`src/rtl/vseq_pkg.sv`:
```
package vseq_pkg;

    typedef enum logic [0:0] {
        SQ_IDLE = 1'b0,
        SQ_RUN  = 1'b1
    } seq_state_e;

    localparam int NUM_OPND = 3;
    localparam int OPND_RD  = 0;
    localparam int OPND_RS1 = 1;
    localparam int OPND_RS2 = 2;

endpackage

```
`src/rtl/vseq_find_next.sv`:
```
module vseq_find_next #(
    parameter int W  = 8,
    parameter int FW = 4,
    parameter int IW = 3
) (
    input  logic [W-1:0]  mask,
    input  logic [FW-1:0] from,
    output logic          found,
    output logic [IW-1:0] pos
);

    // lowest set bit of mask at or above position from
    always_comb begin
        found = 1'b0;
        pos   = '0;
        for (int i = W - 1; i >= 0; i--) begin
            if (mask[i] && (FW'(i) >= from)) begin
                found = 1'b1;
                pos   = IW'(i);
            end
        end
    end

endmodule

```
`src/rtl/vseq_reg_map.sv`:
```
module vseq_reg_map #(
    parameter int NREGS = 32,
    parameter int REG_W = 5,
    parameter int IDX_W = 3
) (
    input  logic [REG_W-1:0] base,
    input  logic             tag,
    input  logic [IDX_W-1:0] idx,
    output logic [REG_W-1:0] reg_num,
    output logic             oor
);

    localparam int SUM_W = ((REG_W > IDX_W) ? REG_W : IDX_W) + 1;

    logic [SUM_W-1:0] sum;

    always_comb begin
        sum     = SUM_W'(base) + (tag ? SUM_W'(idx) : '0);
        oor     = (sum > SUM_W'(NREGS - 1));
        reg_num = sum[REG_W-1:0];
    end

endmodule

```
`src/rtl/vec_elem_seq.sv`:
```
module vec_elem_seq
    import vseq_pkg::*;
#(
    parameter int NREGS  = 32,
    parameter int MAX_VL = 64,
    parameter int OP_W   = 8,
    localparam int REG_W = $clog2(NREGS),
    localparam int IDX_W = $clog2(MAX_VL),
    localparam int VL_W  = $clog2(MAX_VL + 1)
) (
    input  logic              clk,
    input  logic              rst_n,
    input  logic              start_valid,
    output logic              start_ready,
    input  logic [OP_W-1:0]   op_in,
    input  logic [REG_W-1:0]  rd_in,
    input  logic [REG_W-1:0]  rs1_in,
    input  logic [REG_W-1:0]  rs2_in,
    input  logic [2:0]        vtag,
    input  logic [VL_W-1:0]   vl,
    input  logic [MAX_VL-1:0] pred,
    output logic              uop_valid,
    input  logic              uop_ready,
    output logic [OP_W-1:0]   uop_op,
    output logic [REG_W-1:0]  uop_rd,
    output logic [REG_W-1:0]  uop_rs1,
    output logic [REG_W-1:0]  uop_rs2,
    output logic [IDX_W-1:0]  uop_idx,
    output logic              pc_hold,
    output logic              done,
    output logic              err
);

    typedef struct packed {
        seq_state_e                        st;
        logic [OP_W-1:0]                   op;
        logic [NUM_OPND-1:0][REG_W-1:0]    base;
        logic [NUM_OPND-1:0]               tag;
        logic [MAX_VL-1:0]                 mask;
        logic [IDX_W-1:0]                  idx;
        logic                              live;
        logic                              done;
        logic                              err;
    } seq_t;

    seq_t seq_d, seq_q;

    logic [MAX_VL-1:0]               len_mask;
    logic [MAX_VL-1:0]               fn_mask;
    logic [VL_W-1:0]                 fn_from;
    logic                            fn_found;
    logic [IDX_W-1:0]                fn_pos;
    logic [NUM_OPND-1:0][REG_W-1:0]  map_reg;
    logic [NUM_OPND-1:0]             map_oor;
    logic                            any_oor;
    logic                            idle;

    assign idle = (seq_q.st == SQ_IDLE);

    // element indices below the vector length
    always_comb begin
        for (int i = 0; i < MAX_VL; i++) begin
            len_mask[i] = (VL_W'(i) < vl);
        end
    end

    // one search unit: first active element when idle, next one when running
    always_comb begin
        if (idle) begin
            fn_mask = pred & len_mask;
            fn_from = '0;
        end else begin
            fn_mask = seq_q.mask;
            fn_from = VL_W'(seq_q.idx) + VL_W'(1);
        end
    end

    vseq_find_next #(
        .W  (MAX_VL),
        .FW (VL_W),
        .IW (IDX_W)
    ) u_find (
        .mask  (fn_mask),
        .from  (fn_from),
        .found (fn_found),
        .pos   (fn_pos)
    );

    generate
        for (genvar g = 0; g < NUM_OPND; g++) begin : g_map
            vseq_reg_map #(
                .NREGS (NREGS),
                .REG_W (REG_W),
                .IDX_W (IDX_W)
            ) u_map (
                .base    (seq_q.base[g]),
                .tag     (seq_q.tag[g]),
                .idx     (seq_q.idx),
                .reg_num (map_reg[g]),
                .oor     (map_oor[g])
            );
        end
    endgenerate

    assign any_oor = |map_oor;

    always_comb begin
        seq_d      = seq_q;
        seq_d.done = 1'b0;
        seq_d.err  = 1'b0;
        case (seq_q.st)
            SQ_IDLE: begin
                if (start_valid) begin
                    seq_d.st             = SQ_RUN;
                    seq_d.op             = op_in;
                    seq_d.base[OPND_RD]  = rd_in;
                    seq_d.base[OPND_RS1] = rs1_in;
                    seq_d.base[OPND_RS2] = rs2_in;
                    seq_d.tag            = vtag;
                    seq_d.mask           = fn_mask;
                    seq_d.live           = fn_found;
                    seq_d.idx            = fn_pos;
                end
            end
            SQ_RUN: begin
                if (!seq_q.live) begin
                    seq_d.st   = SQ_IDLE;
                    seq_d.done = 1'b1;
                end else if (any_oor) begin
                    seq_d.st   = SQ_IDLE;
                    seq_d.live = 1'b0;
                    seq_d.done = 1'b1;
                    seq_d.err  = 1'b1;
                end else if (uop_ready) begin
                    if (fn_found) begin
                        seq_d.idx = fn_pos;
                    end else begin
                        seq_d.st   = SQ_IDLE;
                        seq_d.live = 1'b0;
                        seq_d.done = 1'b1;
                    end
                end
            end
            default: seq_d.st = SQ_IDLE;
        endcase
    end

    always_ff @(posedge clk or negedge rst_n) begin
        if (!rst_n) begin
            seq_q <= '{st: SQ_IDLE, default: '0};
        end else begin
            seq_q <= seq_d;
        end
    end

    assign start_ready = idle;
    assign pc_hold     = (seq_q.st == SQ_RUN);
    assign uop_valid   = pc_hold && seq_q.live && !any_oor;
    assign uop_op      = seq_q.op;
    assign uop_rd      = map_reg[OPND_RD];
    assign uop_rs1     = map_reg[OPND_RS1];
    assign uop_rs2     = map_reg[OPND_RS2];
    assign uop_idx     = seq_q.idx;
    assign done        = seq_q.done;
    assign err         = seq_q.err;

    AST_STALL_HOLD: assert property (@(posedge clk) disable iff (!rst_n)
        uop_valid && !uop_ready |=> uop_valid && $stable(uop_idx) && $stable(uop_rd)
            && $stable(uop_rs1) && $stable(uop_rs2) && $stable(uop_op));

    AST_ISSUE_ORDER: assert property (@(posedge clk) disable iff (!rst_n)
        uop_valid && uop_ready |=> !uop_valid || (uop_idx > $past(uop_idx)));

    AST_DONE_PULSE: assert property (@(posedge clk) disable iff (!rst_n)
        done |=> !done);

    AST_DONE_RELEASES: assert property (@(posedge clk) disable iff (!rst_n)
        done |-> !pc_hold && !uop_valid);

    AST_ERR_WITH_DONE: assert property (@(posedge clk) disable iff (!rst_n)
        err |-> done);

    AST_NO_ISSUE_IDLE: assert property (@(posedge clk) disable iff (!rst_n)
        start_ready |-> !uop_valid);

endmodule

```
`config.mk`:
```
export PLATFORM = sky130hd
export DESIGN_NAME = vec_elem_seq
export DESIGN_NICKNAME = d
export VERILOG_FILES = /design/src/rtl/vseq_pkg.sv /design/src/rtl/vseq_find_next.sv /design/src/rtl/vseq_reg_map.sv /design/src/rtl/vec_elem_seq.sv
export SDC_FILE = /design/constraint.sdc
export NUM_CORES = 1
export LEC_CHECK = 0
export BUFFER_PORTS_ARGS = -buffer_cell sky130_fd_sc_hd__buf_2
export CAP_MARGIN = 20
export CORE_AREA = 4 4 160 162
export CTS_CLUSTER_SIZE = 20
export DETAILED_ROUTE_END_ITERATION = 10
export DIE_AREA = 0 0 164 166
export SLEW_MARGIN = 20
export SYNTH_ARGS = -nofsm -noshare
export SYNTH_HDL_FRONTEND = slang
export SYNTH_SLANG_ARGS = --single-unit
export TNS_END_PERCENT = 10
```
`constraint.sdc`:
```
create_clock -name clk -period 3.75 [get_ports clk]
set_input_delay 0.5625 -clock clk [delete_from_list [all_inputs] [get_ports clk]]
set_output_delay 0.5625 -clock clk [all_outputs]
set_load 0.05 [all_outputs]
```
==> flow_metrics.py <==
metrics = {
    "run_status": {
        "outcome": "finished, final reports clean",
    },
    "route": {
        "drc": 0,
        "final_antenna_net_count": 0,
        "routed_wl_um": 35200,
        "avgViaCountPerCell": 5.71,
        "drt_iter0_markers": 961,
        "vias": 9283,
        "first_pass_iters": 8,
        "wl_per_cell_um": 21.7,
    },
    "critical_path": {
        "endpoint_kind": "primary output",
        "r2r_start": "uop_idx[0]",
        "r2r_end": "uop_idx[2]",
        "cp_data_required_time_ns": 3.19,
        "rr_worst_depth": 13,
        "r2r_setup_slack_ns": 0.11,
        "startpoint_type": "register",
        "worstSetupPathType": "reg -> out",
        "crit_start": "uop_idx[0]",
        "worst-path-max-fanout": 6,
        "arrival_ns": 3.09,
    },
    "floorplan": {
        "num_rows": 57,
        "dieHeight_um": 166,
        "pin_count": 135,
        "start_util_pct": 34.8,
        "core_sq_um": 24100,
        "die_w_um": 164,
        "die_area_sq_um": 27200,
    },
    "yosys": {
        "syn_area_per_cell_sq_um": 7.72,
        "synth.area.top_cells": "dfrtp_1, nand2_1, o21ai_0",
        "syn_area_sq_um": 8390,
        "synth_ff_type": "dfrtp_1",
        "ys_ff_latch": 100,
        "ys_types": 106,
        "synth_edf_count": 0,
        "synth-seq-area-share_pct": 29.8,
        "async_flop_share_pct": 100,
        "synth_top_area_share_pct": 29.8,
        "synthCells": 1087,
        "synth.largest_area_cell": "dfrtp_1",
        "yosysWarnings": 0,
        "synth_nets": 1207,
    },
    "clock_tree": {
        "numCtsBuffers": 9,
        "cts-root-buf": "clkbuf_16",
        "clkLatencyLatePin_ns": 0.37,
        "cts_tree": "built",
        "cts_hold_buffers": 0,
        "max-clock-path-buffers": 2,
        "clk_pin_slew_worst_paths_ns": 0.09,
        "clock-sinks": 100,
        "h-tree-depth": 3,
    },
    "global_route": {
        "grt_pass1_vias": 8938,
        "grt.total_usage_pct": 25.4,
        "antenna_found_initial": 0,
        "grt_first_pass_wirelength_um": 53500,
        "gr-total-overflow": 0,
        "grt_start_max_net_pins": 101,
    },
    "cells_and_area": {
        "mostFrequentLayoutCells": "nand2_1, buf_4, buf_2",
        "drive_above_1_share_pct": 29.3,
        "mostFrequentLayoutCell": "nand2_1",
        "layout.nets": 1418,
        "fin_util_pct": 44.4,
        "synthToLayoutAreaGrowth_pct": 27.5,
        "instances_no_fill": 1627,
        "diodes": 0,
    },
    "place": {
        "placedCellCount": 1603,
        "gp_congestion": 1.03,
        "placement.io_buffers": 134,
        "hpwlAfterDp_um": 28000,
    },
    "sta": {
        "layout_min_cycle_time_ns": 3.65,
        "relSlewSlack_pct": 48.9,
        "final_hold_viol_count": 0,
        "skew_ns": 0.0171,
        "tns_ns": 0,
        "tightestPinTransition_ns": 0.766,
        "rsz0062_at_grt": "yes",
        "finalMaxSlewViolations": 0,
        "max_freq_mhz": 274,
        "finalCritPeriodShare_pct": 97.4,
        "finalSetupViolCount": 0,
    },
    "flow_run": {
        "maxCapViolations": 0,
    },
    "power": {
        "total_power_mw": 9.29,
        "power.leakage_nw": 4.98,
        "power_per_cell_area_nw_per_um2": 869,
        "irDropWorstVdd_mv": 0.503,
    },
    "hold_path": {
        "hold_path.class": "in -> async",
    },
}
-- logic make-up after synthesis --
family          count (synthesis)  share of synthesized area [%]
fa+ha+maj                      19                           3.10
simple gates                  473                           27.5
compound gates                371                           30.9
xor+xnor                       12                           1.48
buf+inv                       106                           6.40
mux                             6                          0.805
flops                         100                           29.8
-- Yosys cell counts (all sizes together), types with 10 or more instances --
| library cell | instances |
|---|---|
| nand3 | 39 |
| ha | 16 |
| o2111ai | 10 |
| buf | 63 |
| a31oi | 22 |
| nor3 | 18 |
| o21ai | 119 |
| nand2b | 13 |
| a22oi | 13 |
| a21o | 18 |
| and3 | 11 |
| clkbuf | 28 |
| and2 | 33 |
| o211ai | 26 |
| nand4 | 12 |
| inv | 15 |
| a21oi | 46 |
| nand2 | 258 |
| o21a | 11 |
| nor2 | 37 |
| dfrtp | 100 |
-- worst max-delay path, stage by stage (launching register included) --
cell,delay [ns]
dfrtp_1,0.43
buf_6,0.16
and2_1,0.13
ha_2,0.19
fa_2,0.38
a21oi_2,0.17
o21ai_1,0.07
or4_4,0.48
a21oi_2,0.18
o22ai_2,0.11
nor3_4,0.23
buf_6,0.18
-- layer usage --
layer	vias up	global-route usage (%)	wire, um
li1	4381	-	-
met1	4408	35.6	15800
met2	424	39.4	15600
met3	70	4.05	2570
met4	0	9.12	1310
met5	-	0	0
-- layout make-up --
class,instances,area [sq um]
clock buffers,10,229
clock inverters,6,76.3
fillers,2504,13400
inverters,15,56.3
multi-input cells,881,5480
flip-flops and latches,100,2510
well taps,324,405
repair buffers,291,1950
-- power breakdown --
group	total (mW)	leakage, nW	internal [mW]	switching (mW)
logic	6.34	3.54	2.34	4.00
registers	1.92	1.29	1.57	0.352
clock network	1.04	0.150	0.534	0.502
-- how the worst max path moves through the flow --
| stage | end | slack (ns) | cells past startpoint |
|---|---|---|---|
| 6_report | uop_valid | 0.1 | 11 |
| 5_1_grt | uop_idx[1] | -0.02 | 16 |
| 4_1_cts | uop_valid | 0.002 | 11 |
| 3_5_place_dp | uop_idx[1] | -0.11 | 14 |
| 3_3_place_gp | uop_idx[1] | -0.12 | 14 |
| 2_1_floorplan | uop_idx[2] | 0.21 | 14 |
-- timing repair --
action / 4_1_cts / 5_1_grt
pin swaps: 1 / 8
gates resized for setup: 3 / 34
setup endpoints to repair: 1 / 8
gates cloned: 0 / 0
buffers inserted: 0 / 8
endpoints found under the hold margin: 0 / 0
-- state kept, by name, summed over array words and instances (netlist names) --
| signal | flops |
|---|---|
| err | 1 |
| uop_idx | 6 |
| pc_hold | 1 |
| uop_op | 8 |
| seq_q | 83 |
| done | 1 |
-- through the flow --
stage	area [sq um]	setup slack (ns)	hold slack, ns
floorplan	8400	0.208	0.267
global placement	10200	-0.117	0.452
detailed placement	10200	-0.108	0.458
CTS	10500	0.00168	0.289
global route	10700	-0.0219	0.327
finish	10700	0.0993	0.256
Note: power is estimated with default switching activity, not from simulation.
